**src/rtl/nvm_cmd_pkg.sv**
```systemverilog
package nvm_cmd_pkg;

    localparam logic [2:0] OP_PROG     = 3'd1;
    localparam logic [2:0] OP_ERASE    = 3'd2;
    localparam logic [2:0] OP_VERIFY   = 3'd3;
    localparam logic [2:0] OP_ABORT    = 3'd4;
    localparam logic [2:0] OP_COMPRESS = 3'd5;

    typedef enum logic [1:0] {
        S_IDLE = 2'd0,
        S_RAMP = 2'd1,
        S_RUN  = 2'd2
    } seq_state_e;

    // codes that travel through the queue
    function automatic logic code_queued(input logic [2:0] c);
        return (c == OP_PROG) || (c == OP_ERASE) ||
               (c == OP_VERIFY) || (c == OP_COMPRESS);
    endfunction

    function automatic logic code_needs_hv(input logic [2:0] c);
        return (c == OP_PROG) || (c == OP_ERASE);
    endfunction

endpackage

```
**src/rtl/nvm_tick_gen.sv**
```systemverilog
module nvm_tick_gen #(
    parameter int DIV_W = 8
) (
    input  logic             clk,
    input  logic             rst_n,
    input  logic             div_we,
    input  logic [DIV_W-1:0] div_val,
    output logic             div_ok,
    output logic             tick
);
    logic [DIV_W-1:0] div_q;
    logic [DIV_W-1:0] cnt_q;

    always_ff @(posedge clk) begin
        if (!rst_n) begin
            div_q  <= '0;
            cnt_q  <= '0;
            div_ok <= 1'b0;
        end else if (div_we) begin
            div_q  <= div_val;
            cnt_q  <= '0;
            div_ok <= 1'b1;
        end else if (div_ok) begin
            cnt_q <= (cnt_q == div_q) ? '0 : cnt_q + 1'b1;
        end
    end

    assign tick = div_ok && !div_we && (cnt_q == div_q);


    tick_gap_chk: assert property (@(posedge clk) disable iff (!rst_n)
        (tick && div_q != '0) |=> !tick);

endmodule

```
**src/rtl/nvm_cmd_queue.sv**
```systemverilog
module nvm_cmd_queue
    import nvm_cmd_pkg::*;
#(
    parameter int AW = 16,
    parameter int DW = 16
) (
    input  logic          clk,
    input  logic          rst_n,
    input  logic          div_ok,
    input  logic          cmd_we,
    input  logic [2:0]    cmd_code,
    input  logic [AW-1:0] cmd_addr,
    input  logic [DW-1:0] cmd_data,
    input  logic          erase_running,
    input  logic          pop,
    input  logic          clr_err,
    output logic          front_valid,
    output logic [2:0]    front_code,
    output logic [AW-1:0] front_addr,
    output logic [DW-1:0] front_data,
    output logic          abort_set,
    output logic          err_q
);
    logic is_abort;
    logic push;
    logic reject;

    always_comb begin
        is_abort  = (cmd_code == OP_ABORT);
        push      = cmd_we && div_ok && code_queued(cmd_code) && !front_valid;
        abort_set = cmd_we && div_ok && is_abort && erase_running;
        reject    = cmd_we && (!div_ok ||
                    (!is_abort && (!code_queued(cmd_code) || front_valid)));
    end

    always_ff @(posedge clk) begin
        if (!rst_n) begin
            front_valid <= 1'b0;
            front_code  <= '0;
            front_addr  <= '0;
            front_data  <= '0;
            err_q       <= 1'b0;
        end else begin
            if (push) begin
                front_valid <= 1'b1;
                front_code  <= cmd_code;
                front_addr  <= cmd_addr;
                front_data  <= cmd_data;
            end else if (pop || abort_set) begin
                front_valid <= 1'b0;
            end
            if (reject) begin
                err_q <= 1'b1;
            end else if (clr_err) begin
                err_q <= 1'b0;
            end
        end
    end


    front_hold_chk: assert property (@(posedge clk) disable iff (!rst_n)
        (front_valid && !pop && !abort_set) |=>
            (front_valid && $stable(front_code) && $stable(front_addr)));

    no_div_empty_chk: assert property (@(posedge clk) disable iff (!rst_n)
        !div_ok |-> !front_valid);

    pop_valid_chk: assert property (@(posedge clk) disable iff (!rst_n)
        pop |-> front_valid);

endmodule

```
**src/rtl/nvm_op_seq.sv**
```systemverilog
module nvm_op_seq
    import nvm_cmd_pkg::*;
#(
    parameter int AW      = 16,
    parameter int DW      = 16,
    parameter int ROW_LSB = 4,
    parameter int T_PROG  = 20,
    parameter int T_ERASE = 2000,
    parameter int T_VER   = 50,
    parameter int T_COMP  = 50,
    parameter int T_RAMP  = 5
) (
    input  logic          clk,
    input  logic          rst_n,
    input  logic          tick,
    input  logic          front_valid,
    input  logic [2:0]    front_code,
    input  logic [AW-1:0] front_addr,
    input  logic [DW-1:0] front_data,
    input  logic          abort_set,
    input  logic          clr_part,
    output logic          pop,
    output logic          busy,
    output logic          erase_running,
    output logic          hv_on,
    output logic          part_erased,
    output logic [2:0]    run_code,
    output logic [AW-1:0] run_addr,
    output logic [DW-1:0] run_data
);
    localparam int T_MAX1 = (T_PROG > T_ERASE) ? T_PROG : T_ERASE;
    localparam int T_MAX2 = (T_VER > T_COMP) ? T_VER : T_COMP;
    localparam int T_MAX3 = (T_MAX1 > T_MAX2) ? T_MAX1 : T_MAX2;
    localparam int T_MAX  = (T_MAX3 > T_RAMP) ? T_MAX3 : T_RAMP;
    localparam int CNT_W  = $clog2(T_MAX + 1);

    seq_state_e       state, nxt;
    logic [CNT_W-1:0] cnt_q;
    logic [CNT_W-1:0] len_m1;
    logic [2:0]       exec_code;
    logic [AW-1:0]    exec_addr;
    logic [DW-1:0]    exec_data;
    logic             abort_q;
    logic             load;
    logic             ramp_end;
    logic             run_end;
    logic             abort_fire;
    logic             chain;

    always_comb begin
        unique case (exec_code)
            OP_PROG:   len_m1 = CNT_W'(T_PROG - 1);
            OP_ERASE:  len_m1 = CNT_W'(T_ERASE - 1);
            OP_VERIFY: len_m1 = CNT_W'(T_VER - 1);
            default:   len_m1 = CNT_W'(T_COMP - 1);
        endcase
        ramp_end   = tick && (cnt_q == CNT_W'(T_RAMP - 1));
        run_end    = tick && (cnt_q == len_m1);
        abort_fire = abort_q && tick;
        chain      = (exec_code == OP_PROG) && front_valid &&
                     (front_code == OP_PROG) &&
                     (front_addr[AW-1:ROW_LSB] == exec_addr[AW-1:ROW_LSB]);
    end

    // next state and load decision
    always_comb begin
        nxt  = state;
        load = 1'b0;
        unique case (state)
            S_IDLE: begin
                if (front_valid) begin
                    load = 1'b1;
                    nxt  = code_needs_hv(front_code) ? S_RAMP : S_RUN;
                end
            end
            S_RAMP: begin
                if (abort_fire)    nxt = S_IDLE;
                else if (ramp_end) nxt = S_RUN;
            end
            S_RUN: begin
                if (abort_fire) begin
                    nxt = S_IDLE;
                end else if (run_end) begin
                    if (chain) load = 1'b1;
                    else       nxt  = S_IDLE;
                end
            end
            default: nxt = S_IDLE;
        endcase
    end

    // state register and its companions
    always_ff @(posedge clk) begin
        if (!rst_n) begin
            state     <= S_IDLE;
            cnt_q     <= '0;
            exec_code <= '0;
            exec_addr <= '0;
            exec_data <= '0;
            abort_q   <= 1'b0;
            part_erased <= 1'b0;
        end else begin
            state <= nxt;
            if (load || nxt != state) cnt_q <= '0;
            else if (tick)            cnt_q <= cnt_q + 1'b1;
            if (load) begin
                exec_code <= front_code;
                exec_addr <= front_addr;
                exec_data <= front_data;
            end
            if (nxt == S_IDLE) abort_q <= 1'b0;
            else if (abort_set) abort_q <= 1'b1;
            if (abort_fire && state != S_IDLE) part_erased <= 1'b1;
            else if (clr_part)                 part_erased <= 1'b0;
        end
    end

    // outputs
    always_comb begin
        pop           = load;
        busy          = (state != S_IDLE);
        erase_running = busy && (exec_code == OP_ERASE);
        hv_on         = (state == S_RAMP) ||
                        ((state == S_RUN) && code_needs_hv(exec_code));
        run_code      = busy ? exec_code : 3'd0;
        run_addr      = exec_addr;
        run_data      = exec_data;
    end


    chain_hv_chk: assert property (@(posedge clk) disable iff (!rst_n)
        (state == S_RUN && load) |=> (state == S_RUN && hv_on));

    abort_end_chk: assert property (@(posedge clk) disable iff (!rst_n)
        (state != S_IDLE && abort_fire) |=> (state == S_IDLE && part_erased));

endmodule

```
**src/rtl/nvm_cmd_ctrl.sv**
```systemverilog
module nvm_cmd_ctrl
    import nvm_cmd_pkg::*;
#(
    parameter int DIV_W   = 8,
    parameter int AW      = 16,
    parameter int DW      = 16,
    parameter int ROW_LSB = 4,
    parameter int T_PROG  = 20,
    parameter int T_ERASE = 2000,
    parameter int T_VER   = 50,
    parameter int T_COMP  = 50,
    parameter int T_RAMP  = 5
) (
    input  logic             clk,
    input  logic             rst_n,
    input  logic             div_we,
    input  logic [DIV_W-1:0] div_val,
    input  logic             cmd_we,
    input  logic [2:0]       cmd_code,
    input  logic [AW-1:0]    cmd_addr,
    input  logic [DW-1:0]    cmd_data,
    input  logic             ien_we,
    input  logic [1:0]       ien_val,
    input  logic             clr_we,
    input  logic [1:0]       clr_val,
    output logic             buf_empty,
    output logic             cmd_done,
    output logic             acc_err,
    output logic             part_erased,
    output logic             irq_empty,
    output logic             irq_done,
    output logic             hv_on,
    output logic [2:0]       run_code,
    output logic [AW-1:0]    run_addr,
    output logic [DW-1:0]    run_data
);
    logic          div_ok, tick;
    logic          front_valid, abort_set, pop, busy, erase_running;
    logic [2:0]    front_code;
    logic [AW-1:0] front_addr;
    logic [DW-1:0] front_data;
    logic [1:0]    ien_q;

    nvm_tick_gen #(.DIV_W(DIV_W)) u_tick (
        .clk(clk), .rst_n(rst_n), .div_we(div_we), .div_val(div_val),
        .div_ok(div_ok), .tick(tick)
    );

    nvm_cmd_queue #(.AW(AW), .DW(DW)) u_queue (
        .clk(clk), .rst_n(rst_n), .div_ok(div_ok),
        .cmd_we(cmd_we), .cmd_code(cmd_code), .cmd_addr(cmd_addr),
        .cmd_data(cmd_data), .erase_running(erase_running), .pop(pop),
        .clr_err(clr_we && clr_val[0]),
        .front_valid(front_valid), .front_code(front_code),
        .front_addr(front_addr), .front_data(front_data),
        .abort_set(abort_set), .err_q(acc_err)
    );

    nvm_op_seq #(
        .AW(AW), .DW(DW), .ROW_LSB(ROW_LSB), .T_PROG(T_PROG),
        .T_ERASE(T_ERASE), .T_VER(T_VER), .T_COMP(T_COMP), .T_RAMP(T_RAMP)
    ) u_seq (
        .clk(clk), .rst_n(rst_n), .tick(tick),
        .front_valid(front_valid), .front_code(front_code),
        .front_addr(front_addr), .front_data(front_data),
        .abort_set(abort_set), .clr_part(clr_we && clr_val[1]),
        .pop(pop), .busy(busy), .erase_running(erase_running),
        .hv_on(hv_on), .part_erased(part_erased),
        .run_code(run_code), .run_addr(run_addr), .run_data(run_data)
    );

    always_ff @(posedge clk) begin
        if (!rst_n)      ien_q <= '0;
        else if (ien_we) ien_q <= ien_val;
    end

    always_comb begin
        buf_empty = !front_valid;
        cmd_done  = !front_valid && !busy;
        irq_empty = buf_empty && ien_q[0];
        irq_done  = cmd_done && ien_q[1];
    end


    done_cold_chk: assert property (@(posedge clk) disable iff (!rst_n)
        cmd_done |-> (!hv_on && run_code == 3'd0));

endmodule

```
**config.mk**
```make
export PLATFORM = sky130hd
export DESIGN_NAME = nvm_cmd_ctrl
export DESIGN_NICKNAME = d
export VERILOG_FILES = /design/src/rtl/nvm_cmd_pkg.sv /design/src/rtl/nvm_tick_gen.sv /design/src/rtl/nvm_cmd_queue.sv /design/src/rtl/nvm_op_seq.sv /design/src/rtl/nvm_cmd_ctrl.sv
export SDC_FILE = /design/constraint.sdc
export NUM_CORES = 1
export LEC_CHECK = 0
export BUFFER_PORTS_ARGS = -buffer_cell sky130_fd_sc_hd__buf_2
export CAP_MARGIN = 20
export CORE_ASPECT_RATIO = 0.6
export CORE_UTILIZATION = 40
export CTS_BUF_LIST = sky130_fd_sc_hd__clkbuf_4 sky130_fd_sc_hd__clkbuf_8 sky130_fd_sc_hd__clkbuf_16
export DETAILED_ROUTE_END_ITERATION = 8
export PLACE_DENSITY_LB_ADDON = 0.12
export SYNTH_ARGS = -nofsm -noshare
export SYNTH_HDL_FRONTEND = slang
export SYNTH_SLANG_ARGS = --single-unit
```
**constraint.sdc**
```tcl
create_clock -name clk -period 2.4 [get_ports clk]
set_clock_uncertainty 0.05 [all_clocks]
set_input_delay 0.48 -clock clk [delete_from_list [all_inputs] [get_ports clk]]
set_output_delay 0.48 -clock clk [all_outputs]
set_load 0.01 [all_outputs]
```
### After elaboration in Yosys (flattened, before gate mapping)

Cells that the tools add are included.

* register bits: 106
* input bits: 53

* add/sub/neg operators: 2
* eq/ne operators: 16
* muxes and demuxes: 22
* bitwise operators: 1
* reductions and logical operators: 48

Operator list (count)
* 1-bit logical AND: 23
* 11-bit case mux with 2 select lines: 1
* 2-bit 2-to-1 mux: 7
* 12-bit equality test: 1
* 3-bit by 2-bit equality test with 1-bit output (second input constant): 4
* 11-bit by 1-bit adder with 11-bit output (second input constant): 1
* 11-bit equality test: 1
* 11-bit by 3-bit equality test with 1-bit output (second input constant): 1
* 1-bit logical OR: 10
* 1-bit 2-to-1 mux: 10
* 3-bit by 1-bit equality test with 1-bit output (second input constant): 3
* 8-bit by 1-bit adder with 8-bit output (second input constant): 1
* 8-bit equality test: 1
* 8-bit 2-to-1 mux: 1
* 2-bit nonzero test: 4
* 3-bit equality test (second input constant): 2
* 1-bit zero test: 6
* 2-bit case mux with 3 select lines: 1
* 2-bit OR reduction: 3
* 2-bit zero test: 2
* 3-bit 2-to-1 mux: 1
* 2-bit by 1-bit equality test with 1-bit output (second input constant): 1
* 2-bit equality test (second input constant): 1
* 2-bit inequality test: 1
* 2 further kinds: 2

### Logic depth before layout (Yosys ltp)

Gate-level depths: netlist of the first run.

* depth in word-level cells: 11
* mapped depth: 9

### Modules after synthesis

From an unflattened synthesis of the first run, not the netlist that was laid out.

* cell total of the unflattened synthesis: 680
* area total of the unflattened synthesis: 5670.4 um^2

Modules (own cells, without submodules)
* nvm_op_seq: times used 1, cells an instance 422, area each 3241.9 um^2, seq. area each 1001.0 um^2
* nvm_cmd_queue: times used 1, cells an instance 169, area each 1554.0 um^2, seq. area each 740.7 um^2
* nvm_tick_gen: times used 1, cells an instance 77, area each 769.5 um^2, seq. area each 340.3 um^2
* nvm_cmd_ctrl: times used 1, cells an instance 12, area each 105.1 um^2, seq. area each 40.0 um^2

### Least setup slack after synthesis of the first run

No wires, ideal clock.

* path kind: reg2reg
* start: register u_seq.exec_code[1]
* end: register u_seq.exec_code[2]
* setup time: 0.120 ns
* arrival: 1.963 ns
* data required time: 2.230 ns
* slack: 0.268 ns
* cell stages (with the launch flop): 9
* cell sequence: dfxtp_1 > or3b_1 > or4_1 > o21ai_2 > and2_4 > a31oi_2 > buf_6 > buf_6 > mux2i_1

* longest elaborated chain between the ends: 8

Ends and longest elaborated chain
* start, declared: line nvm_op_seq.sv:40 `logic [2:0] exec_code;`
* start signal, assigned: line nvm_op_seq.sv:107 `exec_code <= front_code;`
* parallel branches: the longest is 5 deep, another holds 11-bit case mux with 2 select lines
* 1-bit 2-to-1 mux (*): line nvm_op_seq.sv:83 `end else if (run_end) begin`
* 1-bit 2-to-1 mux (*): line nvm_op_seq.sv:81 `if (abort_fire) begin`
* 1-bit case mux with 2 select lines (*): line nvm_op_seq.sv:69 `unique case (state)`

Every way passes the cells marked *.
A chain may end at the register's enable or synchronous reset.

### Final worst setup path of the first run

* start: register u_seq.exec_code[0]
* end: register u_seq.exec_addr[2] (netlist: u_seq.run_addr[2])

* longest elaborated chain between the ends: 8

Ends and longest elaborated chain
* parallel branches: the longest is 5 deep, another holds 11-bit case mux with 2 select lines
* 1-bit 2-to-1 mux (*): line nvm_op_seq.sv:83
* 1-bit 2-to-1 mux (*): line nvm_op_seq.sv:81
* 1-bit case mux with 2 select lines (*): line nvm_op_seq.sv:69
* end signal, assigned: line nvm_op_seq.sv:108 `exec_addr <= front_addr;`
* end, declared: line nvm_op_seq.sv:41 `logic [AW-1:0] exec_addr;`

Marks and branches as above.

==> results of run 1 <==
layout by cell type (no fill, tap or decap), types with 2 or more instances in the layout:
cell / netlist / routed
nand2_1: 154 / 154
dfxtp_1: 106 / 105
buf_2: 3 / 93
mux2i_1: 48 / 48
a21boi_1: 35 / 35
xnor2_1: 30 / 29
nor2_1: 19 / 19
buf_4: 0 / 17
nor2b_1: 13 / 13
nor3b_1: 11 / 11
nand3_1: 9 / 9
nand4_1: 9 / 9
clkbuf_16: 0 / 9
nor4_1: 8 / 8
inv_1: 7 / 7
xor2_1: 6 / 6
and2_1: 4 / 4
nand2b_1: 4 / 4
ha_1: 3 / 3
buf_12: 0 / 3
or2_1: 2 / 2
o31ai_1: 2 / 2
nand3b_1: 2 / 2
or4_1: 2 / 2
and3_1: 2 / 2
and4_1: 2 / 2
a22oi_1: 2 / 2
nor3_1: 3 / 2
clkinvlp_4: 0 / 2
bufinv_16: 0 / 2
path summary, 6_finish.rpt:
kind                                                          start                                   to  cells past startpoint
worst max register to register      u_seq.exec_code[0]$_SDFFE_PN0P_       u_seq.run_addr[2]$_SDFFE_PN0P_                      7
worst min register to register  u_queue.front_data[15]$_SDFFE_PN0P_      u_seq.run_data[15]$_SDFFE_PN0P_                      2
worst max-delay path                u_seq.exec_code[0]$_SDFFE_PN0P_       u_seq.run_addr[2]$_SDFFE_PN0P_                      7
worst min-delay path                                   cmd_data[12]  u_queue.front_data[12]$_SDFFE_PN0P_                      3
layer usage:
metal  global-route usage, %  share of wire, %  vias to the layer above
met5                       0                 0                        -
met4                   3.868              0.74                        0
met3                   4.563               5.8                       11
met2                   26.21                40                      104
met1                   27.64                54                     1838
li1                        -                 -                     2018
power breakdown:
| part | internal, uW | switching, uW | total [uW] |
|---|---|---|---|
| logic | 151 | 187 | 338 |
| clock network | 963 | 674 | 1640 |
| registers | 1800 | 29.3 | 1830 |
sequential cells by signal, summed over array words and instances, names as in the netlist, 3 cells and up:
signal	flops
u_queue.front_addr	16
u_queue.front_data	16
u_seq.run_addr	16
u_seq.run_data	16
u_seq.cnt_q	11
u_tick.cnt_q	8
u_tick.div_q	8
u_queue.front_code	3
u_seq.exec_code	3
through the flow:
step	hold WS, ns	total power [uW]	util [%]	TNS, ns
floorplan	0.3850	2077	-	0
global placement	0.3901	2199	47.86	0
detailed placement	0.3949	2203	47.86	-0.07376
CTS	0.3019	3834	50.79	0
global route	0.3017	3940	50.96	0
finish	0.3088	3801	50.96	0
critical path: stages, from the launching register on:
cell and delay (ns):
dfxtp_2 0.35, or3b_4 0.42, or4_1 0.55, o21ai_2 0.10, and2_4 0.18, a31oi_4 0.14, buf_4 0.26, mux2i_1 0.14
timing repair:
action / 4_1_cts / 5_1_grt
pin swaps: 0 / 1
buffers inserted: 0 / 1
endpoints found under the setup margin: 14 / 35
resized for setup: 1 / 4
endpoints found under the hold margin: 0 / 0
final cells by class:
type,count,area [um^2]
fill,1080,5652
tap,160,200.2
multi-input combinational,399,2529
inverter,9,33.78
clock buffer,11,246.5
timing repair buffer,113,653.1
sequential,106,2123
clock inverter,5,86.33
logic make-up after synthesis:
group	after synthesis	synth area share (%)
flip-flops	106	44.02
XOR/XNOR	36	6.540
buffers and inverters	46	4.282
adder cells (fa/ha/maj)	3	0.7787
AND/OR/NAND/NOR	252	24.47
multiplexers	48	9.966
AO/OA/AOI/OAI	60	9.940
==> results by group, run 1 <==
Detailed routing
  • Vias per cell: 4.945
  • Wirelength per Cell: 13.88 um
  • DR iter-0 viols: 250
  • DRC: 0
  • DRT Pass-1 Iters: 4
  • Post-route ant nets: 0
  • Detailed-route wire length: 11.15 mm
  • Vias: 3971

Setup path
  • Reg-to-reg setup timing slack: 0.1 ns
  • Worst EP arrival: 2.48 ns
  • Startpoint Class: flip-flop
  • Req. time, crit path: between 2 and 3 ns
  • Nature of the critical path endpoint: flip-flop
  • CP Class: reg2reg
  • Largest fanout on the critical path: 13

Yosys
  • Mapped cell area: 4821 um^2
  • Fraction of the yosys area taken by sequential cells: around 44%
  • Syn Inst Count: 551
  • Top cells by count, synth: 154 x nand2_1, 106 x dfxtp_1, 48 x mux2i_1
  • Cell with the most instances after synthesis: nand2_1
  • Area leader, netlist: dfxtp_1
  • Ranking of synthesized cells by area: dfxtp_1 44%, nand2_1 12%, mux2i_1 10%, a21boi_1 5.5%, xnor2_1 5.5%
  • Top_reg_cell synth: dfxtp_1
  • Synth top area share: 44.02%
  • Yosys reg bits: 106
  • Asr flop ratio synth: 0%
  • EDFF count, synth: 0
  • Syn_nets: 607
  • Post-synth cell types: a little under 60
  • YS warnings: 0
  • Avg Inst Size Synth: 8.749 um^2

Place
  • Placed Cells: 786
  • Dpl ws: -0.01232 ns
  • Port buffer count: 94
  • HPWL Detailed: around 7.9 mm
  • Placed inst area: 5515 um^2
  • Placer Congestion: 0.8316

Min path
  • HP Class: in2reg

GRT
  • Vias in the first global route: 3532
  • Largest net degree at the start of global routing: 94
  • Initial antenna violation count: 0
  • First-pass GRT wire length: roughly 18 mm
  • Gr usage total: between 10% and 20%
  • Global route overflow: 0

Clock tree
  • CTS Sinks: about 110
  • CTS Hold Bufs: 0
  • TritonCTS clock tree: done
  • Max clock buf depth: 2
  • Total CTS buffers: 9
  • Clock Pin Slew Worst Setup and Hold Paths: 0.08 ns
  • Root Buffer: clkbuf_16
  • H-tree levels: 3
  • Clk_lat worst skew: 0.35 ns

Floorplanning
  • IO Pins: 95
  • Die area: 12510 um^2
  • DIE HEIGHT: 87.04 um
  • Initial Util: 41.83%
  • Core area: 11520 um^2
  • Chip width: 143.7 um
  • Cell row count: 30

STA
  • Fin. max-slew vios: 0
  • Slew margin rel.: 72.86%
  • Unrepaired setup endpoints after global routing: no
  • Slew @ Worst Pin: 0.4071 ns
  • Final setup violation count: 0
  • Final Hold Fails: 0
  • Achievable Freq: 434.0 MHz
  • Worst setup margin: 0.09597 ns
  • Final period utilization: ~96%
  • Post-layout minimum cycle time: ~2.3 ns

Pwr
  • Power density over the cells: ~650 nW/um^2
  • Leak pwr: about 0.0024 uW
  • Max VDD drop: 0.0003319 V

Cells and area
  • Share of cells above drive strength 1: 21.62%
  • Finished Cell Area: roughly 5900 um^2
  • Non-Filler Instances: 803
  • Antenna fix cells: 0
  • Area Overhead vs Synth: 21.80%
  • Final net count: 694

Outcome
  • Status: completed

Flow run
  • Max_cap viols: 0
No activity file was read; power rests on OpenSTA's default activity.
==> inputs of run 2 (changes only) <==
Settings changed: SETUP_SLACK_MARGIN set to 0.1.
==> run 2 against run 1 <==
  * Wire length rose by 3.1%
  * Power rose by 0.63%
  * Sequential share of layout area fell by 0.90 points
  * Clock power barely moved
  * Register-to-register slack improved by 0.07 ns
  * Die area did not move
  * Worst setup slack improved by 0.068 ns
  * Global-route usage did not move
  * Utilization rose by 1.4 points
  * Highest routed layer unchanged
==> results by group, run 2 (synthesized netlist as in run 1, its figures left out) <==
Outcome
  • Status: completed (unchanged)

Clock tree
  • CTS Sinks: 106 (unchanged)
  • H-tree levels: 3 (unchanged)
  • Root Buffer: clkbuf_16 (unchanged)
  • TritonCTS clock tree: done (unchanged)
  • Clk_lat worst skew: 0.35 ns (about the same)
  • Max clock buf depth: 2 (unchanged)
  • Total CTS buffers: 9 (unchanged)
  • Clock Pin Slew Worst Setup and Hold Paths: 0.07 ns (was 0.08 ns)
  • CTS Hold Bufs: 0 (unchanged)

Floorplanning
  • IO Pins: 95 (unchanged)
  • Cell row count: 30 (unchanged)
  • Core area: 11520 um^2 (unchanged)
  • DIE HEIGHT: 87.04 um (unchanged)
  • Die area: 12510 um^2 (unchanged)
  • Initial Util: 41.83% (unchanged)
  • Chip width: 143.7 um (unchanged)

STA
  • Unrepaired setup endpoints after global routing: yes (was no)
  • Achievable Freq: 447.3 MHz (was 434.0 MHz)
  • Final Hold Fails: 0 (unchanged)
  • Post-layout minimum cycle time: 2.236 ns (was 2.304 ns)
  • Fin. max-slew vios: 0 (unchanged)
  • Worst setup margin: 0.1644 ns (was 0.09597 ns)
  • Final period utilization: 93.15% (was 96.00%)
  • Slew @ Worst Pin: 0.4569 ns (was 0.4071 ns)
  • Slew margin rel.: 69.54% (was 72.86%)
  • Final setup violation count: 0 (unchanged)

Setup path
  • Req. time, crit path: 2.63 ns (was 2.58 ns)
  • Largest fanout on the critical path: 8 (was 13)
  • CP Class: reg2reg (unchanged)
  • Nature of the critical path endpoint: flip-flop (unchanged)
  • Startpoint Class: flip-flop (unchanged)
  • Worst EP arrival: 2.46 ns (was 2.48 ns)

Cells and area
  • Commonest non-fill, non-tap cell in the layout: nand2_1 (unchanged)
  • Final net count: 703 (was 694)
  • Area Overhead vs Synth: 25.12% (was 21.80%)
  • Utilization after layout: 52.35% (was 50.96%)
  • Antenna fix cells: 0 (unchanged)
  • Share of cells above drive strength 1: 23.62% (was 21.62%)
  • Commonest non-fill, non-tap cells in the layout: 154 x nand2_1, 104 x dfxtp_1, 93 x buf_2, 48 x mux2i_1, 35 x a21boi_1 (was 154 x nand2_1, 105 x dfxtp_1, 93 x buf_2, 48 x mux2i_1, 35 x a21boi_1)

GRT
  • First-pass GRT wire length: 18.00 mm (unchanged)
  • Initial antenna violation count: 0 (unchanged)
  • Vias in the first global route: 3529 (was 3532)
  • Global route overflow: 0 (unchanged)
  • Gr usage total: 18.41% (unchanged)
  • Largest net degree at the start of global routing: 94 (unchanged)

Detailed routing
  • Detailed-route wire length: 11.49 mm (was 11.15 mm)
  • Vias: 4050 (was 3971)
  • Vias per cell: 4.988 (was 4.945)
  • DR iter-0 viols: 225 (was 250)
  • DRT Pass-1 Iters: 5 (was 4)
  • Post-route ant nets: 0 (unchanged)
  • DRC: 0 (unchanged)
  • Wirelength per Cell: 14.15 um (was 13.88 um)

Pwr
  • Switching power: 899.3 uW (was 889.8 uW)
  • Power density over the cells: 634.1 nW/um^2 (was 647.4 nW/um^2)
  • Pint: 2926 uW (was 2911 uW)
  • Max VDD drop: 0.0003318 V (was 0.0003319 V)
  • Overall power: 3825 uW (was 3801 uW)
  • Clk pwr share: 42.8% (was 43.1%)
  • Leak pwr: 0.002516 uW (was 0.002441 uW)
  • Sequential share of power: 47.7% (was 48.1%)
  • Switch share: 23.51% (was 23.41%)
  • Logic pwr share: 9.5% (was 8.9%)

Min path
  • HP Class: in2reg (unchanged)

Place
  • Placer Congestion: 0.8316 (unchanged)
  • HPWL Detailed: 7.856 mm (unchanged)
  • Port buffer count: 94 (unchanged)
  • Dpl ws: -0.01232 ns (unchanged)

Flow run
  • Max_cap viols: 0 (unchanged)
-- run 2: changes by cell type in the layout (fill, tap and decap cells not counted), moves of 2 or more --
cell,before,now
clkbuf_16,9,11
or4_1,2,0
buf_6,0,2
buf_4,17,21
or4_4,0,2
-- run 2: stage by stage --
step / instance area, um^2 / TNS, ns / instances / hold slack, ns
after floorplan: 4821 / 0 / 551 / 0.3850
after global placement: 5515 / 0 / 786 / 0.3901
after detailed placement: 5515 / -0.07376 / 786 / 0.3949
after CTS: 5857 / 0 / 802 / 0.3019
after global routing: 6032 / 0 / 812 / 0.3017
final: 6032 / 0 / 812 / 0.3067
-- run 2: layer usage --
metal / GRT usage (%) / wire (um) / vias up
li1: - / - / 2038
met1: 27.64 / 6116 / 1890
met2: 26.21 / 4622 / 107
met3: 4.563 / 628 / 15
met4: 3.868 / 127 / 0
met5: 0 / 0 / -
-- run 2: power by group through the flow --
stage	Sequential (uW)	Combinational [uW]	Clock (uW)
after floorplan	1860	215	0
after global placement	1870	332	0
after detailed placement	1870	336	0
after CTS	1830	339	1670
after global routing	1830	397	1740
final	1830	364	1640
-- run 2: repair_timing --
action	in CTS	in global routing
pin swaps	0	5
gates cloned	0	3
setup endpoints to repair	43	44
resized for setup	2	15
buffers inserted	0	7
-- run 2: cell type report --
cell class | count | area [um^2]
clock buffers | 11 | 246.5
clock inverters | 5 | 86.33
fillers | 1060 | 5492
inverters | 9 | 33.78
multi-input cells | 399 | 2567
flip-flops and latches | 106 | 2127
well taps | 160 | 200.2
repair buffers | 122 | 770.7
-- run 2: worst paths after layout --
path                                        from                                 end  slack [ns]  depth (start not counted)
max              u_seq.exec_code[0]$_SDFFE_PN0P_      u_seq.run_data[2]$_SDFFE_PN0P_        0.16                          8
min                                  cmd_data[0]  u_queue.front_data[0]$_SDFFE_PN0P_        0.31                          3
max reg2reg      u_seq.exec_code[0]$_SDFFE_PN0P_      u_seq.run_data[2]$_SDFFE_PN0P_        0.16                          8
min reg2reg  u_queue.front_data[15]$_SDFFE_PN0P_     u_seq.run_data[15]$_SDFFE_PN0P_        0.40                          2
-- run 2: critical path, stage by stage (launching register included) --
cell and delay (ns):
dfxtp_4 0.36, or3b_4 0.40, buf_6 0.13, nand4b_1 0.13
o21ai_4 0.07, and2_4 0.15, a31oi_4 0.42, clkbuf_16 0.26
mux2i_1 0.18
==> inputs of run 3 (changes only) <==
Settings changed: CELL_PAD_IN_SITES_DETAIL_PLACEMENT set to 1, CELL_PAD_IN_SITES_GLOBAL_PLACEMENT set to 1.
==> run 3 against run 2 <==
  * Clock power shrank 9%
  * Hold slack improved by 0.0044 ns
  * Worst setup slack worse by 0.063 ns
  * Via count up 2.4%
  * Flip-flop and latch count did not move
  * Critical endpoint is now u_seq.cnt_q[10]$_SDFFE_PP0N_
  * Largest power group unchanged
==> results by group, run 3 (synthesized netlist as in run 1, its figures left out) <==
Outcome
  • Status: completed (unchanged)

Floorplanning
  • IO Pins: 95 (unchanged)
  • Cell row count: 30 (unchanged)
  • Chip width: 143.7 um (unchanged)
  • Core area: 11520 um^2 (unchanged)
  • Initial Util: 41.83% (unchanged)
  • Die area: 12510 um^2 (unchanged)
  • DIE HEIGHT: 87.04 um (unchanged)

Setup path
  • Reg-to-reg critical path endpoint: u_seq.cnt_q[10]$_SDFFE_PP0N_ (was u_seq.run_data[2]$_SDFFE_PN0P_)
  • Top delay family on crit path: simple AND/OR/NAND/NOR gates (unchanged)
  • Critical-path cell list: and4bb_1 > nand3_1 > or4_4 > nor3_4 > a31oi_2 > buf_12 > nor3b_2 (was or3b_4 > buf_6 > nand4b_1 > o21ai_4 > and2_4 > a31oi_4 > clkbuf_16 > mux2i_1)
  • Critical R2R Launch: u_queue.front_code[1]$_SDFFE_PN0P_ (was u_seq.exec_code[0]$_SDFFE_PN0P_)
  • Levels on crit path: 7 (was 8)
  • Req. time, crit path: 2.58 ns (was 2.63 ns)
  • CP Class: reg2reg (unchanged)
  • Nature of the critical path endpoint: flip-flop (unchanged)
  • Reg2reg path depth: 7 (was 8)
  • CP endpoint: u_seq.cnt_q[10]$_SDFFE_PP0N_ (was u_seq.run_data[2]$_SDFFE_PN0P_)
  • Worst EP arrival: 2.48 ns (was 2.46 ns)
  • Critical-path top delay cell: or4_4 (was a31oi_4)
  • Buf/Inv on CP: 1 (was 2)
  • Largest fanout on the critical path: 5 (was 8)
  • CP startpoint: u_queue.front_code[1]$_SDFFE_PN0P_ (was u_seq.exec_code[0]$_SDFFE_PN0P_)
  • Largest stage delay, worst path: 0.53 ns (was 0.42 ns)
  • Reg-to-reg setup timing slack: 0.10 ns (was 0.16 ns)
  • Startpoint Class: flip-flop (unchanged)

STA
  • Hold_ws: 0.3111 ns (was 0.3067 ns)
  • Setup_tns: 0 ns (unchanged)
  • Unrepaired setup endpoints after global routing: yes (unchanged)
  • Final setup violation count: 0 (unchanged)
  • Slew margin rel.: 67.95% (was 69.54%)
  • Slew @ Worst Pin: 0.4747 ns (was 0.4569 ns)
  • Fin. max-slew vios: 0 (unchanged)
  • Final period utilization: 95.77% (was 93.15%)
  • Final Hold Fails: 0 (unchanged)
  • Achievable Freq: 435.1 MHz (was 447.3 MHz)
  • Post-layout minimum cycle time: 2.298 ns (was 2.236 ns)

GRT
  • Global route overflow: 0 (unchanged)
  • First-pass GRT wire length: 20.31 mm (was 18.00 mm)
  • Gr usage total: 21.29% (was 18.41%)
  • Largest net degree at the start of global routing: 99 (was 94)
  • Initial antenna violation count: 0 (unchanged)
  • Vias in the first global route: 4051 (was 3529)

Clock tree
  • TritonCTS clock tree: done (unchanged)
  • Total CTS buffers: 9 (unchanged)
  • Clock Pin Slew Worst Setup and Hold Paths: 0.07 ns (about the same)
  • Clk_lat worst skew: 0.35 ns (about the same)
  • Root Buffer: clkbuf_16 (unchanged)
  • Max clock buf depth: 2 (unchanged)
  • H-tree levels: 3 (unchanged)
  • CTS Sinks: 106 (unchanged)
  • CTS Hold Bufs: 0 (unchanged)

Place
  • Placed inst area: 5503 um^2 (was 5515 um^2)
  • HPWL Detailed: 9.057 mm (was 7.856 mm)
  • Port buffer count: 94 (unchanged)
  • Placer Congestion: 0.8136 (was 0.8316)

Pwr
  • Power density over the cells: 614.2 nW/um^2 (was 634.1 nW/um^2)
  • Max VDD drop: 0.0003699 V (was 0.0003318 V)
  • Leak pwr: 0.002508 uW (was 0.002516 uW)

Detailed routing
  • DR iter-0 viols: 195 (was 225)
  • Wirelength per Cell: 17.08 um (was 14.15 um)
  • Detailed-route wire length: 13.85 mm (was 11.49 mm)
  • DRT Pass-1 Iters: 4 (was 5)
  • DRC: 0 (unchanged)
  • Vias: 4148 (was 4050)
  • Vias per cell: 5.115 (was 4.988)
  • Post-route ant nets: 0 (unchanged)

Cells and area
  • Share of cells above drive strength 1: 24.73% (was 23.62%)
  • Commonest non-fill, non-tap cells in the layout: 154 x nand2_1, 100 x dfxtp_1, 93 x buf_2, 48 x mux2i_1, 35 x a21boi_1 (was 154 x nand2_1, 104 x dfxtp_1, 93 x buf_2, 48 x mux2i_1, 35 x a21boi_1)
  • Finished Cell Area: 6045 um^2 (was 6032 um^2)
  • Area Overhead vs Synth: 25.38% (was 25.12%)
  • Final net count: 702 (was 703)
  • Number of fill cells in the layout: 1408 (was 1060)
  • Commonest non-fill, non-tap cell in the layout: nand2_1 (unchanged)
  • Antenna fix cells: 0 (unchanged)

Flow run
  • Max_cap viols: 0 (unchanged)

Min path
  • HP Class: in2reg (unchanged)
-- run 3: how the worst min path moves through the flow --
| stage | slack (ns) | endpoint | from | depth (start not counted) |
|---|---|---|---|---|
| after detailed placement | 0.40 | u_queue.front_data[10]$_SDFFE_PN0P_ | u_queue.front_data[10]$_SDFFE_PN0P_ | 2 |
| after global routing | 0.31 | u_queue.front_addr[15]$_SDFFE_PN0P_ | cmd_addr[15] | 3 |
| after CTS | 0.30 | u_queue.front_data[8]$_SDFFE_PN0P_ | cmd_data[8] | 3 |
| after floorplan | 0.38 | u_seq.run_addr[0]$_SDFFE_PN0P_ | u_queue.front_addr[0]$_SDFFE_PN0P_ | 2 |
| after global placement | 0.39 | u_seq.run_addr[0]$_SDFFE_PN0P_ | u_queue.front_addr[0]$_SDFFE_PN0P_ | 2 |
| final | 0.31 | u_queue.front_addr[15]$_SDFFE_PN0P_ | cmd_addr[15] | 3 |
-- run 3: final cells by class --
class,instances,area (um^2),area share (%)
multi-input combinational,400,2605,43.10
sequential,106,2132,35.27
timing repair buffer,120,775.7,12.83
clock buffer,10,232.7,3.850
tap,160,200.2,3.312
clock inverter,6,65.06,1.076
inverter,9,33.78,0.5589
-- run 3: worst reg2reg max path, cell delays in order, from the launching register on --
cell      delay, ns
dfxtp_1        0.36
and4bb_1       0.31
nand3_1        0.08
or4_4          0.53
nor3_4         0.25
a31oi_2        0.24
buf_12         0.20
nor3b_2        0.15
-- run 3: where the power goes --
part | internal, uW | total, uW | switching (uW)
sequential | 1800 | 1830 | 30.8
clock | 825 | 1500 | 676
combinational | 173 | 384 | 211
-- run 3: what timing repair did --
action                     in CTS  in global routing
gates resized for setup         0                 26
setup buffers                   0                  2
setup endpoints to repair       0                 47
-- run 3: per-stage QoR --
step	total power (uW)	setup WS, ns	utilization [%]	cells
floorplan	2077	0.2678	-	551
global placement	2200	0.1465	47.75	786
detailed placement	2211	0.1033	47.75	786
CTS	3710	0.1022	50.34	802
global route	3841	0.01665	52.45	811
finish	3713	0.1015	52.45	811
-- run 3: layer usage --
metal / vias to the layer above / GRT usage [%] / routed length (um)
li1: 2040 / - / -
met1: 2002 / 30.12 / 6953
met2: 97 / 32.97 / 6121
met3: 9 / 4.508 / 655
met4: 0 / 5.222 / 118
met5: - / 0 / 0
